### config.mk
export PLATFORM = sky130hd
export DESIGN_NAME = rtc_alarm_irq
export DESIGN_NICKNAME = d
export VERILOG_FILES = /design/src/rtl/rtc_alarm_pkg.sv /design/src/rtl/rtc_alarm_ctrl.sv /design/src/rtl/rtc_alarm_dp.sv /design/src/rtl/rtc_alarm_route.sv /design/src/rtl/rtc_alarm_irq.sv
export SDC_FILE = /design/constraint.sdc
export NUM_CORES = 1
export LEC_CHECK = 0
export BUFFER_PORTS_ARGS = -buffer_cell sky130_fd_sc_hd__buf_2
export CORE_UTILIZATION = 44
export CTS_CLUSTER_SIZE = 30
export DETAILED_ROUTE_END_ITERATION = 10
export PLACE_DENSITY = 0.7
export SETUP_SLACK_MARGIN = 0.2
export SYNTH_ARGS = -nofsm -noshare
export SYNTH_HDL_FRONTEND = slang
export SYNTH_SLANG_ARGS = --single-unit
export TNS_END_PERCENT = 1
### constraint.sdc
create_clock -name clk -period 1.7 [get_ports clk]
set_clock_uncertainty 0.15 [all_clocks]
set_input_delay 0 -clock clk [delete_from_list [all_inputs] [get_ports clk]]
set_output_delay 0 -clock clk [all_outputs]
set_load 0.01 [all_outputs]
### src/rtl/rtc_alarm_pkg.sv
package rtc_alarm_pkg;

  localparam int DATA_W    = 8;
  localparam int TIME_W    = DATA_W - 1;
  localparam int MASK_BIT  = DATA_W - 1;
  localparam int NUM_ALM   = 2;
  localparam int NUM_FIELD = 4;
  localparam int ALM_IDX_W = $clog2(NUM_ALM);
  localparam int FIELD_W   = $clog2(NUM_FIELD);

  // control register bit positions
  localparam int CTL_OSC   = 7;
  localparam int CTL_WP    = 6;
  localparam int CTL_ROUTE = 2;
  localparam int CTL_EN1   = 1;
  localparam int CTL_EN0   = 0;

  typedef enum logic [1:0] {
    RD_NONE,
    RD_ALM,
    RD_CTL,
    RD_STS
  } rdSrc_e;

  // strobes from the address decoder to the register datapath
  typedef struct packed {
    logic                 almWr;
    logic [ALM_IDX_W-1:0] almIdx;
    logic [FIELD_W-1:0]   fieldIdx;
    logic                 ctlWr;
    logic                 ctlLocked;
    logic [NUM_ALM-1:0]   flagClr;
    rdSrc_e               rdSrc;
  } ctlStb_t;

endpackage

### src/rtl/rtc_alarm_ctrl.sv
module rtc_alarm_ctrl
  import rtc_alarm_pkg::*;
#(
  parameter int ADDR_W    = 8,
  parameter int ALM_BASE  = 7,
  parameter int CTL_ADDR  = 15,
  parameter int STS_ADDR  = 16,
  parameter int WR_OFFSET = 128
) (
  input  logic [ADDR_W-1:0] addr,
  input  logic              rdEn,
  input  logic              wrEn,
  input  logic              wpQ,
  output ctlStb_t           stb
);

  localparam int ALM_SPAN = NUM_ALM * NUM_FIELD;
  localparam logic [ADDR_W-1:0] RD_LO  = ADDR_W'(ALM_BASE);
  localparam logic [ADDR_W-1:0] RD_HI  = ADDR_W'(ALM_BASE + ALM_SPAN - 1);
  localparam logic [ADDR_W-1:0] WR_LO  = ADDR_W'(ALM_BASE + WR_OFFSET);
  localparam logic [ADDR_W-1:0] WR_HI  = ADDR_W'(ALM_BASE + WR_OFFSET + ALM_SPAN - 1);
  localparam logic [ADDR_W-1:0] CTL_RD = ADDR_W'(CTL_ADDR);
  localparam logic [ADDR_W-1:0] CTL_WR = ADDR_W'(CTL_ADDR + WR_OFFSET);
  localparam logic [ADDR_W-1:0] STS_RD = ADDR_W'(STS_ADDR);

  logic                 inRdAlm;
  logic                 inWrAlm;
  logic [ADDR_W-1:0]    rdOff;
  logic [ADDR_W-1:0]    wrOff;
  logic [ADDR_W-1:0]    selOff;
  logic [ALM_IDX_W-1:0] rdIdx;
  logic [ALM_IDX_W-1:0] wrIdx;

  assign inRdAlm = (addr >= RD_LO) && (addr <= RD_HI);
  assign inWrAlm = (addr >= WR_LO) && (addr <= WR_HI);
  assign rdOff   = addr - RD_LO;
  assign wrOff   = addr - WR_LO;
  assign selOff  = inWrAlm ? wrOff : rdOff;
  assign rdIdx   = ALM_IDX_W'(rdOff >> FIELD_W);
  assign wrIdx   = ALM_IDX_W'(wrOff >> FIELD_W);

  // one clear strobe per alarm, from a read or a write hitting its block
  logic [NUM_ALM-1:0] clrVec;
  for (genvar i = 0; i < NUM_ALM; i++) begin : g_clr
    assign clrVec[i] = (rdEn && inRdAlm && (rdIdx == ALM_IDX_W'(i))) ||
                       (wrEn && inWrAlm && (wrIdx == ALM_IDX_W'(i)));
  end

  always_comb begin
    stb           = '0;
    stb.almIdx    = ALM_IDX_W'(selOff >> FIELD_W);
    stb.fieldIdx  = FIELD_W'(selOff);
    stb.almWr     = wrEn && inWrAlm && !wpQ;
    stb.ctlWr     = wrEn && (addr == CTL_WR);
    stb.ctlLocked = wpQ;
    stb.flagClr   = clrVec;
    if (inRdAlm)               stb.rdSrc = RD_ALM;
    else if (addr == CTL_RD)   stb.rdSrc = RD_CTL;
    else if (addr == STS_RD)   stb.rdSrc = RD_STS;
    else                       stb.rdSrc = RD_NONE;
  end

endmodule

### src/rtl/rtc_alarm_dp.sv
module rtc_alarm_dp
  import rtc_alarm_pkg::*;
(
  input  logic                                clk,
  input  logic                                rstN,
  input  ctlStb_t                             stb,
  input  logic [DATA_W-1:0]                   wrData,
  input  logic                                tickStb,
  input  logic [NUM_FIELD-1:0][TIME_W-1:0]    curTime,
  output logic [DATA_W-1:0]                   rdData,
  output logic                                wpQ,
  output logic                                oscQ,
  output logic                                routeQ,
  output logic [NUM_ALM-1:0]                  enQ,
  output logic [NUM_ALM-1:0]                  flagQ
);

  logic [NUM_ALM-1:0][NUM_FIELD-1:0][DATA_W-1:0] almQ;
  logic [NUM_ALM-1:0][NUM_FIELD-1:0]             fieldHit;
  logic [NUM_ALM-1:0]                            almHit;
  logic                                          unusedCtlBits;

  assign unusedCtlBits = ^wrData[CTL_WP-1:CTL_ROUTE+1];

  // per-field compare, masked fields always hit
  for (genvar a = 0; a < NUM_ALM; a++) begin : g_alm
    for (genvar f = 0; f < NUM_FIELD; f++) begin : g_fld
      assign fieldHit[a][f] = almQ[a][f][MASK_BIT] ||
                              (almQ[a][f][TIME_W-1:0] == curTime[f]);
    end
    assign almHit[a] = tickStb && (&fieldHit[a]);
  end

  // alarm registers
  always_ff @(posedge clk or negedge rstN) begin
    if (!rstN) begin
      almQ <= '0;
    end else if (stb.almWr) begin
      for (int a = 0; a < NUM_ALM; a++) begin
        for (int f = 0; f < NUM_FIELD; f++) begin
          if ((stb.almIdx == ALM_IDX_W'(a)) && (stb.fieldIdx == FIELD_W'(f))) begin
            almQ[a][f] <= wrData;
          end
        end
      end
    end
  end

  // request flags: a match wins over a clear in the same cycle
  always_ff @(posedge clk or negedge rstN) begin
    if (!rstN) begin
      flagQ <= '0;
    end else begin
      for (int a = 0; a < NUM_ALM; a++) begin
        if (almHit[a])            flagQ[a] <= 1'b1;
        else if (stb.flagClr[a])  flagQ[a] <= 1'b0;
      end
    end
  end

  // control register
  always_ff @(posedge clk or negedge rstN) begin
    if (!rstN) begin
      oscQ   <= 1'b1;
      wpQ    <= 1'b0;
      routeQ <= 1'b0;
      enQ    <= '0;
    end else if (stb.ctlWr) begin
      if (stb.ctlLocked) begin
        if (!wrData[CTL_WP]) wpQ <= 1'b0;
      end else begin
        oscQ   <= wrData[CTL_OSC];
        wpQ    <= wrData[CTL_WP];
        routeQ <= wrData[CTL_ROUTE];
        enQ    <= {wrData[CTL_EN1], wrData[CTL_EN0]};
      end
    end
  end

  // read mux
  always_comb begin
    rdData = '0;
    unique case (stb.rdSrc)
      RD_ALM: rdData = almQ[stb.almIdx][stb.fieldIdx];
      RD_CTL: begin
        rdData[CTL_OSC]   = oscQ;
        rdData[CTL_WP]    = wpQ;
        rdData[CTL_ROUTE] = routeQ;
        rdData[CTL_EN1]   = enQ[1];
        rdData[CTL_EN0]   = enQ[0];
      end
      RD_STS: rdData[NUM_ALM-1:0] = flagQ;
      default: rdData = '0;
    endcase
  end

endmodule

### src/rtl/rtc_alarm_route.sv
module rtc_alarm_route
  import rtc_alarm_pkg::*;
(
  input  logic [NUM_ALM-1:0] flagQ,
  input  logic [NUM_ALM-1:0] enQ,
  input  logic               routeQ,
  output logic               irq0N,
  output logic               irq1N
);

  logic [NUM_ALM-1:0] req;

  assign req   = flagQ & enQ;
  assign irq0N = !(req[0] || (!routeQ && req[1]));
  assign irq1N = !(routeQ && req[1]);

endmodule

### src/rtl/rtc_alarm_irq.sv
module rtc_alarm_irq
  import rtc_alarm_pkg::*;
#(
  parameter int ADDR_W    = 8,
  parameter int ALM_BASE  = 7,
  parameter int CTL_ADDR  = 15,
  parameter int STS_ADDR  = 16,
  parameter int WR_OFFSET = 128
) (
  input  logic              clk,
  input  logic              rstN,
  input  logic [ADDR_W-1:0] addr,
  input  logic              rdEn,
  input  logic              wrEn,
  input  logic [DATA_W-1:0] wrData,
  output logic [DATA_W-1:0] rdData,
  input  logic              tickStb,
  input  logic [TIME_W-1:0] timeSec,
  input  logic [TIME_W-1:0] timeMin,
  input  logic [TIME_W-1:0] timeHour,
  input  logic [TIME_W-1:0] timeDay,
  output logic              irq0N,
  output logic              irq1N,
  output logic              oscStop
);

  ctlStb_t                            stb;
  logic                               wpQ;
  logic                               routeQ;
  logic [NUM_ALM-1:0]                 enQ;
  logic [NUM_ALM-1:0]                 flagQ;
  logic [NUM_FIELD-1:0][TIME_W-1:0]   curTime;

  assign curTime = {timeDay, timeHour, timeMin, timeSec};

  rtc_alarm_ctrl #(
    .ADDR_W   (ADDR_W),
    .ALM_BASE (ALM_BASE),
    .CTL_ADDR (CTL_ADDR),
    .STS_ADDR (STS_ADDR),
    .WR_OFFSET(WR_OFFSET)
  ) u_ctrl (
    .addr (addr),
    .rdEn (rdEn),
    .wrEn (wrEn),
    .wpQ  (wpQ),
    .stb  (stb)
  );

  rtc_alarm_dp u_dp (
    .clk    (clk),
    .rstN   (rstN),
    .stb    (stb),
    .wrData (wrData),
    .tickStb(tickStb),
    .curTime(curTime),
    .rdData (rdData),
    .wpQ    (wpQ),
    .oscQ   (oscStop),
    .routeQ (routeQ),
    .enQ    (enQ),
    .flagQ  (flagQ)
  );

  rtc_alarm_route u_route (
    .flagQ (flagQ),
    .enQ   (enQ),
    .routeQ(routeQ),
    .irq0N (irq0N),
    .irq1N (irq1N)
  );

endmodule

==> flow_summary.json <==
{
  "synth_compound_area_frac": 0.02880,
  "core_mm2": 0.008848,
  "cp_top_family": "multiplexers",
  "antenna_found_initial": 0,
  "drt_wl_total_um": 10570,
  "chipHeight_um": 98.34,
  "vias_per_cell": 5.658,
  "drtPass1Iterations": 7,
  "worstPathArrival_ns": 1.77,
  "violations": "design-rule violations, negative setup slack",
  "worstRegToRegCells": 6,
  "die_w_um": 98.34,
  "cts_tree": "yes",
  "p_leak_nw": 2.745,
  "max_freq_ghz": 0.5209,
  "synth-seq-area-share": 0.4354,
  "yosysWarnings": 0,
  "tightest_slew_ns": 0.4625,
  "mappedNetlistNets": 362,
  "first_iter_violations": 159,
  "placementRows": 34,
  "synth_xor_area_frac": 0.1222,
  "diodes": 0,
  "path_cells": "buf_6 > mux4_2 > mux2i_2 > o21ai_1 > buf_2",
  "synthArstFlopShare": 1.000,
  "startpoint": "u_dp.almQ[9]",
  "grt_pass1_wl_um": 16660,
  "final_common_cell": "dfrtp_1",
  "cts.sinks": 71,
  "timing.critical_path.buf_inv": 2,
  "via_count": 2959,
  "critPathKind": "flip-flop to output port",
  "syn_area_mm2": 0.004084,
  "synth-simple-area-share": 0.08180,
  "yosys.area_share.adder": 0.01838,
  "cts.clk_slew.worst_paths_ns": 0.07,
  "htree_levels": 3,
  "start_util": 0.4615,
  "avgSynthCellArea_um2": 13.30,
  "fp.dieArea_mm2": 0.009671,
  "clkLatencyLatePin_ns": 0.34,
  "start_kind": "flip-flop",
  "synth_top_family_by_area": "multiplexers",
  "gp_congestion": 0.8463,
  "cap_violations": 0,
  "multi_input_area_mm2": 0.002625,
  "synth_edf_count": 0,
  "crit_path_end": "rdData[1]",
  "critical_path_required_ns": 1.55,
  "cts-root-buf": "clkbuf_8",
  "reg2reg_to": "u_dp.flagQ[0]",
  "status": "complete, but fails checks",
  "port_buffers": 59,
  "ys_ff_latch": 71,
  "slew_headroom": 0.6913,
  "cts_buffer_depth": 2,
  "pin_count": 60,
  "final_cell_mix": "dfrtp_1 (69), buf_2 (57), mux2_4 (56)",
  "drc_errors": 5,
  "cts_made_buffers": 9,
  "synth_ff_type": "dfrtp_1",
  "wl_per_cell_um": 20.22,
  "grt_setup_unrepaired": "yes",
  "r2r_slack_ns": -0.05,
  "grt_pass1_vias": 3121,
  "fin_util": 0.6106,
  "post-route-period-util": 1.129,
  "area.growth.synth_to_final_pct": 32.29,
  "finalWorstSetupSlack_ns": -0.2197,
  "hold_viol": 0,
  "slew_viol_final": 0,
  "end_kind": "output port",
  "grt_max_degree": 72,
  "power_per_cell_area_mw_per_mm2": 702.8,
  "drive_above_1_share": 0.5084,
  "vdd_drop_max_mv": 0.4874,
  "track_usage": 0.2313,
  "grt_overflow": 0,
  "cp_max_fo": 2,
  "fin_total_pwr_mw": 3.797,
  "seq_area_mm2": 0.001779,
  "period_minus_slack_ns": 1.920,
  "reg2reg_from": "u_dp.almQ[9]",
  "hpwl_um": 7572,
  "yosysUniqueCellTypes": 36,
  "critPathSlowestCell": "mux4_2",
  "nFillCells": 719,
  "crit_cells": 5,
  "syn_inst": 307,
  "hp-class": "input port to async pin",
  "muxShareOfSynthArea": 0.3018,
  "max_stage_delay_ns": 0.48,
  "nNetsFinal": 466,
  "final-setup-viol-count": 9,
  "ant_nets": 0
}
-- logic make-up after synthesis --
| kind of cell | after synthesis |
|---|---|
| adders and majority gates | 6 |
| xor gates and xnor gates | 57 |
| AOI/OAI and AO/OA | 18 |
| buffers and inverters | 7 |
| DFF | 71 |
| and+or+nand+nor | 55 |
| muxes | 93 |
-- repair_timing --
action,CTS,global route
endpoints found under the setup margin,74,75
resized for setup,52,45
endpoints found under the hold margin,142,0
pin swaps,12,13
buffers inserted,1,0
hold buffers,11,0
-- final cells by class --
class,count,share of cell area
well taps,108,0.02501
inverters,3,0.002779
repair buffers,97,0.1244
clock buffers,15,0.03265
flip-flops and latches,71,0.3293
multi-input cells,229,0.4859
-- where the power goes --
part           leakage [nW]  switching, mW  total (mW)  internal [mW]
Combinational          1.68          0.303       0.696          0.393
Sequential            0.976         0.0874        1.86           1.77
Clock                0.0898          0.598        1.24          0.645
Total                  2.75          0.988        3.80           2.81
-- metrics by stage --
step / instance area (um2) / setup slack [ns] / hold WS, ns / TNS [ns] / instances
3_5_place_dp: 4726 / -0.2442 / -0.09394 / -12.77 / 496
5_1_grt: 5403 / -0.2795 / 0.07671 / -1.642 / 523
6_report: 5403 / -0.2197 / 0.06448 / -0.9944 / 523
4_1_cts: 5220 / -0.2280 / 0.06925 / -1.028 / 523
2_1_floorplan: 4111 / 0.1592 / -0.4456 / 0 / 307
3_3_place_gp: 4726 / -0.2171 / -0.09719 / -11.32 / 496
-- cells in the mapped netlist, types with 3 or more instances --
cell / number / share of area
mux4_2: 12 / 0.066
mux2i_1: 8 / 0.020
nor2b_1: 4 / 0.0061
nand2_2: 8 / 0.012
ha_1: 6 / 0.018
mux2_2: 65 / 0.18
nand2_1: 6 / 0.0055
mux2_1: 4 / 0.011
xor2_1: 24 / 0.051
nor2_1: 6 / 0.0055
inv_1: 3 / 0.0028
nand4_1: 8 / 0.012
nand3_1: 4 / 0.0049
xnor2_1: 33 / 0.071
nor4_1: 10 / 0.015
nor3_1: 3 / 0.0037
dfrtp_1: 70 / 0.43
o21ai_0: 6 / 0.0074
mux4_1: 4 / 0.026
-- how the worst min path moves through the flow --
stage | start | to | cells after the start
after floorplan | rstN | u_dp.almQ[0] | 0
after global placement | rstN | u_dp.almQ[29] | 2
after detailed placement | rstN | u_dp.almQ[29] | 2
after CTS | rstN | u_dp.almQ[51] | 3
after global routing | rstN | u_dp.almQ[29] | 3
final | rstN | u_dp.almQ[29] | 3
-- sequential cells by signal (all words and copies together) (netlist names) --
register     count
u_dp.wpQ         1
u_dp.almQ       64
u_dp.flagQ       2
u_dp.routeQ      1
u_dp.oscQ        1
u_dp.enQ         2
-- layer usage --
layer / part of all wire / global-route usage
met1: 0.47 / 0.3218
met3: 0.051 / 0.03722
met2: 0.47 / 0.3684
met4: 0.017 / 0.08152
met5: 0 / 0
-- worst min-delay path, delay by kind of cell --
kind / cells / cell delay, ns
buf+inv: 3 / 0.97
(Power assumes the default switching activity.)
